$ cat src/rtl/waymaint_pkg.sv
package waymaint_pkg;
    localparam int unsigned WM_MAX_WAYS  = 16;
    localparam int unsigned WM_WAY_IDX_W = $clog2(WM_MAX_WAYS);
    localparam int unsigned WM_MASTERS   = 8;
    localparam int unsigned WM_MST_W     = $clog2(WM_MASTERS);
    localparam int unsigned WM_ADDR_W    = 8;
    localparam int unsigned WM_DATA_W    = 32;
    localparam int unsigned WM_SIZE_W    = 3;

    typedef enum logic [1:0] {
        OP_NONE  = 2'd0,
        OP_INV   = 2'd1,
        OP_CLEAN = 2'd2,
        OP_CLINV = 2'd3
    } wm_op_e;

    typedef enum logic [1:0] {
        ST_IDLE = 2'd0,
        ST_PICK = 2'd1,
        ST_WALK = 2'd2
    } wm_state_e;

    localparam logic [WM_ADDR_W-1:0] A_CTRL  = 8'h00;
    localparam logic [WM_ADDR_W-1:0] A_CFG   = 8'h04;
    localparam logic [WM_ADDR_W-1:0] A_GEOM  = 8'h08;
    localparam logic [WM_ADDR_W-1:0] A_SYNC  = 8'h0C;
    localparam logic [WM_ADDR_W-1:0] A_INV   = 8'h10;
    localparam logic [WM_ADDR_W-1:0] A_CLEAN = 8'h14;
    localparam logic [WM_ADDR_W-1:0] A_CLINV = 8'h18;

    function automatic logic [WM_WAY_IDX_W-1:0] wm_lowest(input logic [WM_MAX_WAYS-1:0] v);
        logic [WM_WAY_IDX_W-1:0] idx;
        idx = '0;
        for (int i = WM_MAX_WAYS - 1; i >= 0; i--) begin
            if (v[i]) idx = WM_WAY_IDX_W'(i);
        end
        return idx;
    endfunction
endpackage

$ cat src/rtl/waymaint_cfg.sv
module waymaint_cfg
    import waymaint_pkg::*;
(
    input  logic                    clk,
    input  logic                    rst_n,
    input  logic                    wr_ctrl,
    input  logic                    wr_cfg,
    input  logic                    secure,
    input  logic                    en_in,
    input  logic                    assoc_in,
    input  logic [WM_SIZE_W-1:0]    size_in,
    output logic                    enable,
    output logic                    assoc,
    output logic [WM_SIZE_W-1:0]    size_fld,
    output logic [WM_MAX_WAYS-1:0]  valid_mask,
    output logic [7:0]              way_count,
    output logic [15:0]             size_kb,
    output logic                    ctrl_err
);
    localparam int unsigned BASE_WAYS = WM_MAX_WAYS / 2;

    logic [WM_SIZE_W-1:0] shamt;

    always_ff @(posedge clk or negedge rst_n) begin
        if (!rst_n) begin
            enable   <= 1'b0;
            assoc    <= 1'b0;
            size_fld <= '0;
            ctrl_err <= 1'b0;
        end else begin
            ctrl_err <= wr_ctrl && !secure;
            if (wr_ctrl && secure) enable <= en_in;
            if (wr_cfg && !enable) begin
                assoc    <= assoc_in;
                size_fld <= size_in;
            end
        end
    end

    assign way_count = {3'd0, ({1'b0, assoc} + 2'd1), 3'd0};
    assign shamt     = (size_fld == '0) ? '0 : size_fld - 1'b1;
    assign size_kb   = 16'd16 << shamt;

    for (genvar i = 0; i < WM_MAX_WAYS; i++) begin : g_vmask
        if (i < BASE_WAYS) begin : g_low
            assign valid_mask[i] = 1'b1;
        end else begin : g_high
            assign valid_mask[i] = assoc;
        end
    end
endmodule

$ cat src/rtl/waymaint_lock.sv
module waymaint_lock
    import waymaint_pkg::*;
(
    input  logic                   clk,
    input  logic                   rst_n,
    input  logic                   wr_en,
    input  logic [WM_MST_W-1:0]    wr_mst,
    input  logic                   wr_instr,
    input  logic [WM_MAX_WAYS-1:0] wr_mask,
    input  logic [WM_MST_W-1:0]    rd_mst,
    input  logic                   rd_instr,
    output logic [WM_MAX_WAYS-1:0] rd_mask,
    input  logic [WM_MST_W-1:0]    q_mst,
    input  logic                   q_instr,
    output logic [WM_MAX_WAYS-1:0] q_mask
);
    localparam int unsigned N_ENTRIES = WM_MASTERS * 2;

    logic [WM_MAX_WAYS-1:0] lk_w [N_ENTRIES];

    for (genvar m = 0; m < WM_MASTERS; m++) begin : g_mst
        for (genvar k = 0; k < 2; k++) begin : g_kind
            logic [WM_MAX_WAYS-1:0] mask_q;
            always_ff @(posedge clk or negedge rst_n) begin
                if (!rst_n) begin
                    mask_q <= '0;
                end else if (wr_en && wr_mst == WM_MST_W'(m) && wr_instr == 1'(k)) begin
                    mask_q <= wr_mask;
                end
            end
            assign lk_w[m*2+k] = mask_q;
        end
    end

    assign rd_mask = lk_w[{rd_mst, rd_instr}];
    assign q_mask  = lk_w[{q_mst, q_instr}];
endmodule

$ cat src/rtl/waymaint_engine.sv
module waymaint_engine
    import waymaint_pkg::*;
#(
    parameter int unsigned CYCLES_PER_WAY = 64
) (
    input  logic                    clk,
    input  logic                    rst_n,
    input  logic                    start,
    input  wm_op_e                  start_op,
    input  logic [WM_MAX_WAYS-1:0]  start_mask,
    input  logic                    sync_wr,
    output logic                    busy,
    output wm_op_e                  cur_op,
    output logic [WM_MAX_WAYS-1:0]  pending,
    output logic                    strobe,
    output logic [WM_WAY_IDX_W-1:0] way,
    output logic                    sync_busy
);
    localparam int unsigned CNT_W = (CYCLES_PER_WAY > 1) ? $clog2(CYCLES_PER_WAY) : 1;
    localparam logic [CNT_W-1:0] LAST = CNT_W'(CYCLES_PER_WAY - 1);
    localparam logic [WM_MAX_WAYS-1:0] ONE = WM_MAX_WAYS'(1);

    wm_state_e              state_q, state_d;
    logic [WM_MAX_WAYS-1:0] pending_q, remaining;
    wm_op_e                 op_q;
    logic [WM_WAY_IDX_W-1:0] way_q;
    logic [CNT_W-1:0]       cnt_q;
    logic                   sync_q;
    logic                   last_beat, take_start;

    assign last_beat  = (cnt_q == LAST);
    assign remaining  = pending_q & ~(ONE << way_q);
    assign take_start = start && (start_mask != '0);

    // state register
    always_ff @(posedge clk or negedge rst_n) begin
        if (!rst_n) state_q <= ST_IDLE;
        else        state_q <= state_d;
    end

    // transitions: start, go, next, done
    always_comb begin
        state_d = state_q;
        unique case (state_q)
            ST_IDLE: if (take_start) state_d = ST_PICK;
            ST_PICK: state_d = ST_WALK;
            ST_WALK: if (last_beat) state_d = (remaining == '0) ? ST_IDLE : ST_PICK;
            default: state_d = ST_IDLE;
        endcase
    end

    // datapath registers
    always_ff @(posedge clk or negedge rst_n) begin
        if (!rst_n) begin
            pending_q <= '0;
            op_q      <= OP_NONE;
            way_q     <= '0;
            cnt_q     <= '0;
            sync_q    <= 1'b0;
        end else begin
            unique case (state_q)
                ST_IDLE: begin
                    if (take_start) begin
                        pending_q <= start_mask;
                        op_q      <= start_op;
                    end
                end
                ST_PICK: begin
                    way_q <= wm_lowest(pending_q);
                    cnt_q <= '0;
                end
                ST_WALK: begin
                    cnt_q <= cnt_q + 1'b1;
                    if (last_beat) begin
                        pending_q <= remaining;
                        if (remaining == '0) op_q <= OP_NONE;
                    end
                end
                default: ;
            endcase
            if (sync_wr)                  sync_q <= 1'b1;
            else if (state_q == ST_IDLE)  sync_q <= 1'b0;
        end
    end

    // outputs
    always_comb begin
        busy      = (state_q != ST_IDLE);
        strobe    = (state_q == ST_WALK);
        way       = way_q;
        cur_op    = op_q;
        pending   = pending_q;
        sync_busy = sync_q;
    end
endmodule

$ cat src/rtl/waymaint_top.sv
module waymaint_top
    import waymaint_pkg::*;
#(
    parameter int unsigned CYCLES_PER_WAY = 64
) (
    input  logic        clk,
    input  logic        rst_n,
    input  logic [7:0]  bus_addr,
    input  logic        bus_wr,
    input  logic        bus_rd,
    input  logic [31:0] bus_wdata,
    input  logic        bus_secure,
    output logic [31:0] bus_rdata,
    output logic        bus_err,
    input  logic [2:0]  lk_master,
    input  logic        lk_instr,
    output logic [15:0] lk_ways,
    output logic        maint_strobe,
    output logic [1:0]  maint_op,
    output logic [3:0]  maint_way,
    output logic        cache_en
);
    logic                    cfg_assoc;
    logic [WM_SIZE_W-1:0]    cfg_size;
    logic [WM_MAX_WAYS-1:0]  valid_mask;
    logic [7:0]              way_count;
    logic [15:0]             size_kb;
    logic                    lock_region, is_op_addr;
    logic [WM_MAX_WAYS-1:0]  lock_rd;
    wm_op_e                  wr_op, eng_op;
    logic                    eng_busy, eng_sync_busy;
    logic [WM_MAX_WAYS-1:0]  eng_pending;
    logic [31:0]             rd_word, rdata_q;
    logic                    unused_hi;

    assign unused_hi   = ^bus_wdata[31:16];
    assign lock_region = (bus_addr[7:6] == 2'b01);

    always_comb begin
        unique case (bus_addr)
            A_INV:   wr_op = OP_INV;
            A_CLEAN: wr_op = OP_CLEAN;
            A_CLINV: wr_op = OP_CLINV;
            default: wr_op = OP_NONE;
        endcase
        is_op_addr = (wr_op != OP_NONE);
    end

    waymaint_cfg u_cfg (
        .clk       (clk),
        .rst_n     (rst_n),
        .wr_ctrl   (bus_wr && bus_addr == A_CTRL),
        .wr_cfg    (bus_wr && bus_addr == A_CFG),
        .secure    (bus_secure),
        .en_in     (bus_wdata[0]),
        .assoc_in  (bus_wdata[8]),
        .size_in   (bus_wdata[2:0]),
        .enable    (cache_en),
        .assoc     (cfg_assoc),
        .size_fld  (cfg_size),
        .valid_mask(valid_mask),
        .way_count (way_count),
        .size_kb   (size_kb),
        .ctrl_err  (bus_err)
    );

    waymaint_lock u_lock (
        .clk     (clk),
        .rst_n   (rst_n),
        .wr_en   (bus_wr && lock_region),
        .wr_mst  (bus_addr[5:3]),
        .wr_instr(bus_addr[2]),
        .wr_mask (bus_wdata[15:0]),
        .rd_mst  (bus_addr[5:3]),
        .rd_instr(bus_addr[2]),
        .rd_mask (lock_rd),
        .q_mst   (lk_master),
        .q_instr (lk_instr),
        .q_mask  (lk_ways)
    );

    waymaint_engine #(.CYCLES_PER_WAY(CYCLES_PER_WAY)) u_eng (
        .clk       (clk),
        .rst_n     (rst_n),
        .start     (bus_wr && is_op_addr),
        .start_op  (wr_op),
        .start_mask(bus_wdata[15:0] & valid_mask),
        .sync_wr   (bus_wr && bus_addr == A_SYNC),
        .busy      (eng_busy),
        .cur_op    (eng_op),
        .pending   (eng_pending),
        .strobe    (maint_strobe),
        .way       (maint_way),
        .sync_busy (eng_sync_busy)
    );

    assign maint_op = eng_op;

    always_comb begin
        rd_word = '0;
        if (lock_region) begin
            rd_word = {16'd0, lock_rd};
        end else if (is_op_addr) begin
            rd_word = (eng_busy && eng_op == wr_op) ? {16'd0, eng_pending} : '0;
        end else begin
            unique case (bus_addr)
                A_CTRL:  rd_word = {31'd0, cache_en};
                A_CFG:   rd_word = {23'd0, cfg_assoc, 5'd0, cfg_size};
                A_GEOM:  rd_word = {size_kb, 8'd0, way_count};
                A_SYNC:  rd_word = {31'd0, eng_sync_busy};
                default: rd_word = '0;
            endcase
        end
    end

    always_ff @(posedge clk or negedge rst_n) begin
        if (!rst_n) rdata_q <= '0;
        else        rdata_q <= bus_rd ? rd_word : '0;
    end

    assign bus_rdata = rdata_q;
endmodule

$ cat config.mk
export PLATFORM = sky130hd
export DESIGN_NAME = waymaint_top
export DESIGN_NICKNAME = d
export VERILOG_FILES = /design/src/rtl/waymaint_pkg.sv /design/src/rtl/waymaint_cfg.sv /design/src/rtl/waymaint_lock.sv /design/src/rtl/waymaint_engine.sv /design/src/rtl/waymaint_top.sv
export SDC_FILE = /design/constraint.sdc
export NUM_CORES = 1
export LEC_CHECK = 0
export BUFFER_PORTS_ARGS = -buffer_cell sky130_fd_sc_hd__buf_2
export CAP_MARGIN = 30
export CORE_UTILIZATION = 60
export DETAILED_ROUTE_END_ITERATION = 7
export GPL_ROUTABILITY_DRIVEN = 0
export HOLD_SLACK_MARGIN = 0.12
export PLACE_DENSITY = 0.79
export RECOVER_POWER = 50
export SETUP_SLACK_MARGIN = 0.15
export SYNTH_ARGS = -nofsm -noshare
export SYNTH_HDL_FRONTEND = slang
export SYNTH_HIERARCHICAL = 1
export SYNTH_SLANG_ARGS = --single-unit
export TNS_END_PERCENT = 10
$ cat constraint.sdc
create_clock -name clk -period 6.45 [get_ports clk]
set_input_delay 0.3225 -clock clk [delete_from_list [all_inputs] [get_ports clk]]
set_output_delay 0.3225 -clock clk [all_outputs]
set_load 0.005 [all_outputs]
; ---- Word-level counts from Yosys, hierarchy flattened
; Cells that the tools add are included.
[classes]
addsub = 3
order_cmp = 2
eq_ne = 21
shift = 2
n_mux = 43
bitwise_logic = 6
reduce_logical = 50
[ops]
columns = operator, n
row1 = $bmux 16 s4, 2
row2 = $pmux 32 s4, 1
row3 = $mux 16, 7
row4 = $mux 32, 3
row5 = $mux 4, 16
row6 = $logic_and 1x1->1, 34
row7 = $and 16x16->16, 2
row8 = $pmux 16 s2, 1
row9 = $eq 8x5->1 const B, 3
row10 = $eq 8x4->1 const B, 2
row11 = $logic_not 16->1, 1
row12 = $not 16->16, 1
row13 = $reduce_bool 16->1, 1
row14 = $shl 1x4->16 const A, 1
row15 = $shl 5x3->16 const A, 1
row16 = $eq 3x3->1 const B, 4
row17 = $pmux 2 s3, 2
row18 = $pmux 6 s2, 1
row19 = $ge 5x5->1 const B, 2
row20 = $mux 2, 5
row21 = $not 4->5, 2
row22 = $reduce_bool 2->1, 5
row23 = $eq 8x3->1 const B, 1
row24 = $logic_not 8->1, 1
row25 = other kinds (20), 28
[totals]
ff_bits = 325
in_bits = 49
wordCells = 154

; ---- Logic depth before layout (Yosys ltp)
[logic_depth]
depth_word = 16
ltp_mapped = 11
depth_no_buf = 9

; ---- By module
; The synthesis kept the hierarchy.
[by_module_without_submodules]
columns = mod, n_inst, cells_per_inst, area_per_inst_um2
row1 = waymaint_lock, 1, 848, 13354.1
row2 = waymaint_engine, 1, 223, 1914.3
row3 = waymaint_top, 1, 164, 1626.6
row4 = waymaint_cfg, 1, 69, 629.4

; ---- Least setup slack after synthesis
; No wires, ideal clock.
[synth_path]
kind = input port to flip-flop
from = input bus_addr[5]
to = register u_eng.pending_q[13] (netlist: u_eng/pending[13])
setup_ns = 0.121
arrival_time_ns = 2.715
path_slack_ns = 3.614
stages = 11
n_path_buf = 2
cell_sequence = or4_4 -> buf_6 -> a2111oi_2 -> and2_1 -> inv_1 -> a41oi_1 -> nor2_1 -> a21oi_1 -> clkbuf_1 -> nand2_1 -> a22o_1
[synth_via]
elab_chain_len = 7
word_cells_on_any_way = 9
[synth_rtl]
columns = element, line
row1 = start: declaration, waymaint_top.sv:8  ; input logic [7:0] bus_addr,
row2 = $eq 8x5->1, waymaint_top.sv:40  ; unique case (bus_addr)
row3 = $pmux 2 s3 *, waymaint_top.sv:40
row4 = $reduce_bool 2->1 *, waymaint_top.sv:46  ; is_op_addr = (wr_op != OP_NONE);
row5 = $logic_and 1x1->1 *, waymaint_top.sv:85  ; .start (bus_wr && is_op_addr),
row6 = $logic_and 1x1->1 *, waymaint_engine.sv:33  ; assign take_start = start && (start_mask != '0);
row7 = $ne 2x1->1 (no source line) *, -
row8 = $reduce_and 3->1 (no source line) *, -
row9 = end signal: assignment, waymaint_engine.sv:64  ; pending_q <= start_mask;
row10 = end signal: assignment, waymaint_engine.sv:75  ; pending_q <= remaining;
row11 = end: declaration, waymaint_engine.sv:24  ; logic [WM_MAX_WAYS-1:0] pending_q, remaining;
; Every way passes the cells marked *; elsewhere a longest branch is shown, timed or not.
; A chain may end at the register's enable or synchronous reset.

; ---- Final worst setup path
[layout_path]
from = input bus_addr[3]
to = register u_lock.g_mst[3].g_kind[1].mask_q[14]
[layout_via]
elab_chain_len = 3
[layout_rtl]
columns = element, line
row1 = $eq 3x2->1, waymaint_lock.sv:27  ; end else if (wr_en && wr_mst == WM_MST_W'(m) && wr_instr == 1'(k)) begin
row2 = $logic_and 1x1->1 (2 in a row), waymaint_lock.sv:27
row3 = end signal: assignment, waymaint_lock.sv:28  ; mask_q <= wr_mask;
row4 = end: declaration, waymaint_lock.sv:23  ; logic [WM_MAX_WAYS-1:0] mask_q;
; No other way between the ends.

==> results.ini <==
[cells_and_area]
fin_nets = 1409
final_cell_mix = dfrtp_1, mux2_2, mux4_2
final_util = 0.670
layout_commonest_cell = dfrtp_1
final_area_um2 = 19200
synthToLayoutAreaGrowth_pct = 9.72
multi_input_area_um2 = 8660
seq_area_um2 = 8130
drive_above_1_share = 0.414
fillerInstances = 1979

[floorplanning]
start_util = 0.611
rows = 62
die_w_um = 173
dieArea_um2 = 29900
core_um2 = 28700
ios = 106
fp.dieH_um = 173

[timing]
slew_viol_final = 99
finClkSkew_ns = 0.0119
max_slew_margin = -0.914
hold_violations = 0
finalCritPeriodShare = 0.675
worstMarginPinSlew_ns = 2.87
clock.fmax_mhz = 230
finalCriticalPeriod_ns = 4.36
setup_viol = 0
tns_ns = 0
rsz0062_at_grt = no
setup_slack_ns = 2.09

[synth]
seq_area_frac_synth = 0.464
postSynth.topFlopCell = dfrtp_1
synth_top_area_frac = 0.464
async_flop_share = 1.00
synth_edf_count = 0
syn_area_um2 = 17500
synth.distinct_cells = 72
yosysTopAreaCell = dfrtp_1
syn_area_per_cell_um2 = 13.4
ys_warn_count = 6
synthCells = 1304
synth_seq_cells = 325
yosys-top-cells-area = dfrtp_1, mux2_2, mux4_2

[detailed_routing]
totalWireLength_um = 44300
vias = 11900
highest_layer = met4
first_pass_iters = 5
avgViaCountPerCell = 6.75
wl_met3_um = 3720
detail-route-antenna-nets = 0
dr_wl_met2_um = 20900
drt-wirelength-per-cell_um = 25.2
drt-initial-drc-count = 1229
met1_length_um = 17900
drc = 0

[clock_network]
htreeDepth = 2
cts_tree = done
cts_buffers = 36
worstSkewPairLatency_ns = 0.52
clockBufferDepth = 3
cts-resized-gates = 0
cts-root-buf = clkbuf_16
clkTransAtPathRegs_ns = 0.06
clock-sinks = 325

[worst_setup_path]
r2r_setup_slack_ns = 3.72
required_ns = 6.84
cp-endpoint = u_lock/g_mst[3].g_kind[1].mask_q[14]$_DFFE_PN0P_
crit_path_start = bus_addr[3]
setup.worst_path.class = input port to register
critPathMaxFanout = 43
worstReg2RegEnd = u_eng/pending[14]$_DFFE_PN0P_
critical_path_arrival_ns = 4.75
ff2ff_path_depth = 7
endpoint_kind = register
reg2reg_from = u_eng/state_q[0]$_DFFE_PN0P_
start_kind = input port

[status]
violations = max-capacitance violations, max-slew violations
outcome = complete, but fails checks

[power_and_ir_drop]
p_seq_frac = 0.446
switchingPower_w = 0.00171
switching_share = 0.293
internal_power_w = 0.00412
peakVddDrop_uv = 164
combPwrFrac = 0.217
clkPwrFrac = 0.337
powerDensity_nw_per_um2 = 303
power.leakage_nw = 8.67

[placed_design]
placed_area_um2 = 18100
place_ws_ns = 2.91
io_buffers = 89
dp_hpwl_um = 27300

[worst_hold_path]
worstHoldPathType = input port to register

[global_routing]
grt_pass1_vias = 12200
antenna_found_initial = 1
grt-ovfl-total = 0
grt_use_total = 0.305
grt_max_degree = 191
grt_pass1_wl_um = 70100

[job]
maxCapViolations = 2

## logic make-up after synthesis
family	count (synthesis)	share of synthesized area
adders and majority gates	9	0.00643
AOI/OAI and AO/OA	179	0.0710
buffers and inverters	151	0.0457
DFF	325	0.464
other	2	0.000429
and+or+nand+nor	243	0.0768
muxes	393	0.334
xor gates and xnor gates	2	0.00100
## critical path: stages
cell	delay [ns]
buf_4	0.49
clkbuf_1	1.92
nand3_1	0.57
nor2_2	0.71
buf_4	0.34
mux2_2	0.36
## registers in the layout (all words and copies together) (netlist names)
signal,cells
u_eng/cur_op,2
u_cfg/enable,1
u_eng/cnt_q,6
u_cfg/size_fld,3
u_eng/pending,16
u_cfg/assoc,1
u_lock/g_mst.g_kind.mask_q,256
u_eng/sync_busy,1
u_eng/state_q,2
u_eng/way,4
u_cfg/ctrl_err,1
bus_rdata,32
## worst min-delay path by stage
stage | depth (start not counted) | end | from | slack [ns]
final | 4 | u_eng/sync_busy$_DFFE_PN0P_ | bus_wr | 0.22
after global routing | 4 | u_eng/sync_busy$_DFFE_PN0P_ | bus_wr | 0.26
after CTS | 4 | u_eng/sync_busy$_DFFE_PN0P_ | bus_wr | 0.20
after detailed placement | 1 | bus_rdata[28]$_DFF_PN0_ | rst_n | 0.36
after global placement | 1 | bus_rdata[28]$_DFF_PN0_ | rst_n | 0.34
after floorplan | 0 | bus_rdata[0]$_DFF_PN0_ | rst_n | 0.03
## synthesized netlist by cell type, types with 3 or more instances
master,number
nand4b_1,3
clkbuf_1,50
buf_4,32
a21oi_1,20
and2_1,36
nor4_1,9
ha_1,9
nand2_1,78
o22ai_1,11
nand3_1,16
nor3_1,5
buf_6,6
o21ai_1,3
a31oi_1,4
nor3b_1,3
o211ai_1,8
buf_2,37
inv_1,15
nand4_1,5
o31ai_1,6
a22oi_1,66
nor2b_1,9
nand2b_1,9
mux2i_1,4
mux4_2,128
dfrtp_1,325
nand3b_1,6
or3_1,6
mux2_2,261
nor2_1,27
a22o_1,15
buf_1,7
o21ai_0,28
nor2_2,8
## power by group through the flow
stage | Sequential (W) | Clock, W | Combinational, W
CTS | 0.00259 | 0.00199 | 0.00125
global route | 0.00264 | 0.00208 | 0.00136
finish | 0.00260 | 0.00196 | 0.00126
global placement | 0.00260 | 0 | 0.00120
floorplan | 0.00251 | 0 | 0.000972
detailed placement | 0.00262 | 0 | 0.00124
## area by class of cell
class	instances	share of cell area
well taps	384	0.0250
clock buffers	54	0.0546
multi-input cells	848	0.450
clock inverters	5	0.00325
diodes	1	0.000130
repair buffers	123	0.0403
flip-flops and latches	325	0.423
inverters	17	0.00332
## metal layers
| layer | vias to the layer above | GRT usage |
|---|---|---|
| met4 | 0 | 0.121 |
| met5 | - | 0 |
| li1 | 4990 | - |
| met1 | 6170 | 0.427 |
| met3 | 136 | 0.0589 |
| met2 | 566 | 0.476 |
## through the flow
stage               instances  power [W]  hold WS [ns]
finish                   1757    0.00583         0.217
global route             1757    0.00608         0.258
CTS                      1755    0.00583         0.202
detailed placement       1694    0.00386         0.356
global placement         1686    0.00379         0.343
floorplan                1324    0.00348        0.0269
## timing repair
| item | CTS | global route |
|---|---|---|
| hold buffers | 2 | 0 |
| endpoints found under the hold margin | 82 | 0 |
| buffers inserted | 0 | 0 |
Note: power is estimated with default switching activity, not from simulation.
